--- config.mk ---
export PLATFORM = sky130hd
export DESIGN_NAME = dec_timer
export DESIGN_NICKNAME = d
export VERILOG_FILES = /design/src/rtl/dec_pkg.sv /design/src/rtl/dec_ctrl_regs.sv /design/src/rtl/dec_counter.sv /design/src/rtl/dec_status.sv /design/src/rtl/dec_timer.sv
export SDC_FILE = /design/constraint.sdc
export NUM_CORES = 1
export LEC_CHECK = 0
export BUFFER_PORTS_ARGS = -buffer_cell sky130_fd_sc_hd__buf_2
export CAP_MARGIN = 15
export CELL_PAD_IN_SITES_DETAIL_PLACEMENT = 0
export CELL_PAD_IN_SITES_GLOBAL_PLACEMENT = 1
export CORE_MARGIN = 1
export CORE_UTILIZATION = 39
export DETAILED_ROUTE_END_ITERATION = 7
export PLACE_DENSITY = 0.95
export SYNTH_ARGS = -nofsm -noshare
export SYNTH_HDL_FRONTEND = slang
export SYNTH_SLANG_ARGS = --single-unit
--- constraint.sdc ---
create_clock -name clk -period 5.5 [get_ports clk]
set_input_delay 0.275 -clock clk [delete_from_list [all_inputs] [get_ports clk]]
set_output_delay 0.275 -clock clk [all_outputs]
set_load 0.01 [all_outputs]
--- src/rtl/dec_pkg.sv ---
// Package: shared types for the decrementer timer.
// Assumes: nothing beyond a single clock domain.
package dec_pkg;
    // Control bits held by the control register.
    typedef struct packed {
        logic ie;   // interrupt request mask
        logic are;  // reload on zero event
    } dec_ctrl_t;
endpackage

--- src/rtl/dec_ctrl_regs.sv ---
// Module: dec_ctrl_regs
// Holds the reload value and the control bits that software writes.
// Assumes: the write strobes are single-cycle pulses from bus decoding outside this block.
module dec_ctrl_regs #(
    parameter int W = 32
) (
    input  logic               clk,
    input  logic               rst_n,
    input  logic               rld_wr,
    input  logic [W-1:0]       rld_wdata,
    input  logic               ctl_wr,
    input  logic               ctl_ie,
    input  logic               ctl_are,
    output logic [W-1:0]       reload,
    output dec_pkg::dec_ctrl_t ctrl
);
    logic chk_live;

    // Reload register: loaded on its write strobe.
    always_ff @(posedge clk) begin
        if (!rst_n)      reload <= '0;
        else if (rld_wr) reload <= rld_wdata;
    end

    // Control bits: both are loaded together on the control strobe.
    always_ff @(posedge clk) begin
        if (!rst_n)      ctrl <= '0;
        else if (ctl_wr) ctrl <= '{ie: ctl_ie, are: ctl_are};
    end

    // Assertion guard: high once a clocked cycle out of reset has passed.
    always_ff @(posedge clk) begin
        if (!rst_n) chk_live <= 1'b0;
        else        chk_live <= 1'b1;
    end

    // without a write strobe, the registers keep their values.
    assert_ctrl_hold_R9: assert property (@(posedge clk) disable iff (!rst_n)
        (chk_live && !$past(ctl_wr)) |-> $stable(ctrl));
    assert_rld_hold_R9: assert property (@(posedge clk) disable iff (!rst_n)
        (chk_live && !$past(rld_wr)) |-> $stable(reload));
endmodule

--- src/rtl/dec_counter.sv ---
// Module: dec_counter
// Down-counter with software load, halt at zero and optional reload.
// Assumes: tick is a one-cycle enable; reload and are come from registers.
module dec_counter #(
    parameter int W = 32
) (
    input  logic         clk,
    input  logic         rst_n,
    input  logic         tick,
    input  logic         cnt_wr,
    input  logic [W-1:0] cnt_wdata,
    input  logic [W-1:0] reload,
    input  logic         are,
    output logic [W-1:0] count,
    output logic         zero_evt
);
    localparam logic [W-1:0] ONE = W'(1);

    logic chk_live;

    // Zero event: a tick that is not overridden by a write, taking the count from one to zero.
    always_comb zero_evt = tick && !cnt_wr && (count == ONE);

    // Counter update: a write wins, then reload or decrement on a tick; zero holds.
    always_ff @(posedge clk) begin
        if (!rst_n)
            count <= '0;
        else if (cnt_wr)
            count <= cnt_wdata;
        else if (zero_evt)
            count <= are ? reload : '0;
        else if (tick && count != '0)
            count <= count - ONE;
    end

    // Assertion guard: high once a clocked cycle out of reset has passed.
    always_ff @(posedge clk) begin
        if (!rst_n) chk_live <= 1'b0;
        else        chk_live <= 1'b1;
    end

    assert_step_down_R1: assert property (@(posedge clk) disable iff (!rst_n)
        (chk_live && $past(tick) && !$past(cnt_wr) && $past(count) > ONE)
        |-> count == $past(count) - ONE);
    assert_idle_hold_R1: assert property (@(posedge clk) disable iff (!rst_n)
        (chk_live && !$past(tick) && !$past(cnt_wr)) |-> $stable(count));
    assert_stay_zero_R2: assert property (@(posedge clk) disable iff (!rst_n)
        (chk_live && !$past(cnt_wr) && $past(count) == '0) |-> count == '0);
    assert_reload_R6: assert property (@(posedge clk) disable iff (!rst_n)
        (chk_live && $past(zero_evt) && $past(are)) |-> count == $past(reload));
    assert_write_wins_R7: assert property (@(posedge clk) disable iff (!rst_n)
        (chk_live && $past(cnt_wr)) |-> count == $past(cnt_wdata));
endmodule

--- src/rtl/dec_status.sv ---
// Module: dec_status
// Sticky zero-event flag with write-one-to-clear, and the masked interrupt request.
// Assumes: zero_evt is a single-cycle pulse; a set wins over a clear in the same cycle.
module dec_status (
    input  logic clk,
    input  logic rst_n,
    input  logic zero_evt,
    input  logic clr_wr,
    input  logic clr_bit,
    input  logic irq_en,
    output logic status,
    output logic irq
);
    logic chk_live;

    // Sticky flag: set by the zero event, cleared by writing a one.
    always_ff @(posedge clk) begin
        if (!rst_n)                 status <= 1'b0;
        else if (zero_evt)          status <= 1'b1;
        else if (clr_wr && clr_bit) status <= 1'b0;
    end

    // Request: the flag masked by the enable.
    always_comb irq = status && irq_en;

    // Assertion guard: high once a clocked cycle out of reset has passed.
    always_ff @(posedge clk) begin
        if (!rst_n) chk_live <= 1'b0;
        else        chk_live <= 1'b1;
    end

    assert_set_R3: assert property (@(posedge clk) disable iff (!rst_n)
        (chk_live && $past(zero_evt)) |-> status);
    assert_sticky_R3: assert property (@(posedge clk) disable iff (!rst_n)
        (chk_live && $past(status) && !($past(clr_wr) && $past(clr_bit))) |-> status);
    assert_clear_R4: assert property (@(posedge clk) disable iff (!rst_n)
        (chk_live && $past(clr_wr) && $past(clr_bit) && !$past(zero_evt)) |-> !status);
    assert_mask_R5: assert property (@(posedge clk) disable iff (!rst_n)
        irq |-> status);
endmodule

--- src/rtl/dec_timer.sv ---
// Module: dec_timer (top)
// Decrementer interval timer: counter, reload/control registers and sticky status.
// Assumes: one clock; software strobes and tick are synchronous single-cycle pulses.
module dec_timer #(
    parameter int W = 32
) (
    input  logic         clk,
    input  logic         rst_n,
    input  logic         tick,
    input  logic         cnt_wr,
    input  logic [W-1:0] cnt_wdata,
    input  logic         rld_wr,
    input  logic [W-1:0] rld_wdata,
    input  logic         ctl_wr,
    input  logic         ctl_ie,
    input  logic         ctl_are,
    input  logic         clr_wr,
    input  logic         clr_bit,
    output logic [W-1:0] count,
    output logic [W-1:0] reload,
    output logic         irq_en,
    output logic         auto_rld,
    output logic         status,
    output logic         irq
);
    dec_pkg::dec_ctrl_t ctrl;
    logic               zero_evt;

    dec_ctrl_regs #(.W(W)) u_regs (
        .clk(clk), .rst_n(rst_n),
        .rld_wr(rld_wr), .rld_wdata(rld_wdata),
        .ctl_wr(ctl_wr), .ctl_ie(ctl_ie), .ctl_are(ctl_are),
        .reload(reload), .ctrl(ctrl)
    );

    dec_counter #(.W(W)) u_cnt (
        .clk(clk), .rst_n(rst_n), .tick(tick),
        .cnt_wr(cnt_wr), .cnt_wdata(cnt_wdata),
        .reload(reload), .are(ctrl.are),
        .count(count), .zero_evt(zero_evt)
    );

    dec_status u_sts (
        .clk(clk), .rst_n(rst_n), .zero_evt(zero_evt),
        .clr_wr(clr_wr), .clr_bit(clr_bit), .irq_en(ctrl.ie),
        .status(status), .irq(irq)
    );

    // Control bits brought out for read-back.
    always_comb begin
        irq_en   = ctrl.ie;
        auto_rld = ctrl.are;
    end
endmodule

==> metrics.md <==
| Metric | Value |
|---|---|
| Initial antenna violation count | 0 |
| # IOs | between 100 and 150 |
| Post-synth net total | just over 500 |
| # diodes | 0 |
| Remaining routing DRC violations | 0 |
| Logic gate share of total power | ~22% |
| Worst IR Drop VDD | between 0.0001 and 0.00015 V |
| Ys flop type | dfxtp_1 |
| Critical path class | reg -> reg |
| Total wire length | about 12,000 microns |
| Die H | about 100 microns |
| Power share of the clock group | between 30% and 40% |
| Fillers | 946 |
| Root Buffer | clkbuf_8 |
| Synth unique cells | between 60 and 70 |
| Tmin final | roughly 3000 ps |
| Vias per inst | between 5 and 6 |
| Data arrival time of the critical path | 3340 ps |
| Post-synth top area share | about a third |
| PortBufs | between 100 and 150 |
| Final hold slack | 193 ps |
| Synth Cell Area | about 3900 sq um |
| DPL Wire Length | roughly 8400 microns |
| Pre-Repair DR Iteration Count | 4 |
| Switching power share of the total | 30.9% |
| Synth area leader | dfxtp_1 |
| Final Power | between 1 and 1.5 mW |
| Avg Inst Size Synth | just under 9 sq um |
| Worst Setup Start Kind | flip-flop |
| H-tree lvl count | 3 |
| Post-CTS resize count | 0 |
| Dominant cells by area after synthesis | dfxtp_1, mux2i_1, nor2b_1 |
| HP Class | in -> reg |
| Vias in the first global route | ~3,600 |
| Post-synthesis async set-or-reset flop share | 0% |
| Yosys Warn Count | 0 |
| Post-synthesis register bit count | between 60 and 70 |
| Fin Clk Skew | between 7 and 8 ps |
| WL per Instance | 16.8 microns |
| CP max stage delay | 890 ps |
| Core area | between 9000 and 10,000 sq um |
| Initial DRC Count | ~340 |
| RSZ-0062 raised after global routing | no |
| Post-CTS Setup Inserts | 0 |
| Register area share after synthesis | roughly a third |
| Internal power | approximately 0.86 mW |
| Synthesis-to-finish area growth | 22.4% |
| Die X | about 100 microns |
| TNS Setup | 0 ps |
| Max Fclk | 325 MHz |
| Die footprint | ~10,000 sq um |
| Sink Count | between 60 and 70 |
| Mapped Cells | ~440 |
| Antenna viol nets, final | 0 |
| First-pass GRT wire length | 18,600 microns |
| Site row count | 35 |
| Gpl congestion | around 0.91 |
| Hold buffers post-CTS | 0 |
| Max_cap viols | 0 |
| Starting Density | about two fifths |
| Max Slew Vio Count | 0 |
| Cell mode on critical path | nand2_1 |
| Crit path capture type | flip-flop |
| Leakage | around 2.1 nW |
| CP Max Fanout | 35 |
| Reg power frac | 45.8% |
| Largest net degree at the start of global routing | between 70 and 80 |
| Delay-heaviest family, CP | simple AND/OR/NAND/NOR gates |
| Post-synth EDFFs | 0 |
| CTS buffer count | 9 |
| Final hold violations | 0 |
| Multi-input gate area | 2320 sq um |
| PwrDens | about 260 nW/um^2 |
| Nets | approximately 640 |
| GRT Residual Overflow | 0 |
| Later-pin clock latency in the skew report | 340 ps |
| Rel. slew slack | approximately a quarter |
| Period utilization | between 50% and 60% |
| Switching power total | roughly 0.39 mW |
| Buf/Inv on CP | 0 |
| Placed Cells | 680 |
| CTS max path bufs | 2 |
| Worst-path cell chain | ha_1 -> nand2_1 -> nor4_1 -> a31oi_2 -> nand2_1 -> o311ai_0 -> a21boi_0 |
| Routed vias | 3,846 |
| GRT Total Usage | a little under a quarter |
| Worst slew pin tran | roughly 1100 ps |
| CTS tree | done |
| CP max stage cell | nand2_1 |
| Share of layout cells above drive strength 1 | between 30 and 40% |
| Final non-filler cell total | about 700 |
| Required @ worst endpoint | 5760 ps |
| Status | finished, final reports clean |
| Setup violators final | 0 |
| Register clock-pin slew on the reported worst setup and hold paths | approximately 70 ps |
| Seq. cell area | roughly 1300 sq um |
## worst min-delay path: stages
cell	delay [ps]
buf_2	70
mux2i_1	50
nor2b_1	90
## cells by family after synthesis
group	Yosys count	share of synthesized area [%]
buffers and inverters	37	5.37
DFF	67	34.7
xor gates and xnor gates	19	4.31
and+or+nand+nor	173	25.9
muxes	34	8.81
AOI/OAI and AO/OA	110	20.3
adders and majority gates	2	0.647
## cell type report
cell class	instances	area share [%]
clock buffers	11	2.99
clock inverters	3	0.846
inverters	3	0.238
multi-input cells	338	48.9
flip-flops and latches	67	28.3
well taps	129	3.41
repair buffers	143	15.2
## through the flow
step / util, % / worst slack, ps / cell area (sq um)
after floorplan: - / 3120 / 3860
after global placement: 48.3 / 2550 / 4550
after detailed placement: 48.3 / 2380 / 4550
after CTS: 50.3 / 2470 / 4730
after global routing: 50.3 / 2040 / 4730
final: 50.3 / 2420 / 4730
## layout by cell type, fill, tap and decap left out, drive strengths merged, types with 3 or more instances in the layout
cell type	count
or3	5
buf	143
a21oi	17
a31oi	8
nor2b	34
nand3	15
a221oi	6
a211o	3
o21a	4
nor2	27
a22o	3
nor3	12
clkbuf	11
or4	6
a21boi	6
nand4	3
o311a	8
and3	3
nor4	19
xor2	10
a32o	3
inv	3
nand2	31
o211ai	10
and2	3
nand2b	3
dfxtp	67
o21ai	28
xnor2	9
mux2i	34
## Yosys cell counts (3+ instances only)
master and n:
a211o_1 3, a21boi_0 6, a21oi_1 17, a221oi_1 6, a22o_1 3, a31oi_1 7
a32o_1 3, and3_1 3, buf_1 3, buf_2 3, buf_4 3, clkbuf_1 19
clkbuf_8 4, dfxtp_1 67, inv_1 3, mux2i_1 34, nand2_1 31, nand2b_1 3
nand3_1 15, nand4_1 3, nor2_1 27, nor2b_1 34, nor3_1 10, nor4_1 16
o211ai_1 10, o21a_1 4, o21ai_0 27, o311a_1 8, or3_1 4, or4_1 3
or4_4 3, xnor2_1 9, xor2_1 10
## power by group through the flow
stage	Combinational, mW	Sequential [mW]	Clock [mW]
detailed placement	0.276	0.581	0
floorplan	0.175	0.581	0
CTS	0.277	0.571	0.405
global route	0.307	0.578	0.426
global placement	0.271	0.581	0
finish	0.278	0.572	0.398
## registers in the layout, indices dropped and copies added, names as in the netlist
name	count
u_cnt.count	32
u_regs.ctrl	2
u_regs.reload	32
u_sts.status	1
## routing by layer
layer	vias up	track usage, %	share of wire [%]
li1	1881	-	-
met1	1789	32.0	46
met2	167	35.3	46
met3	9	4.35	7.0
met4	0	8.25	1.0
met5	-	0	0
## worst paths after layout
kind,start,endpoint,slack [ps],cells after the start
worst max register to register,u_cnt.count[0],u_cnt.count[1],2420,7
worst min register to register,u_sts.status,u_sts.status,540,2
worst min-delay path,ctl_are,u_regs.ctrl[0],190,3
worst max-delay path,u_cnt.count[0],u_cnt.count[1],2420,7
No activity file was read; power rests on OpenSTA's default activity.
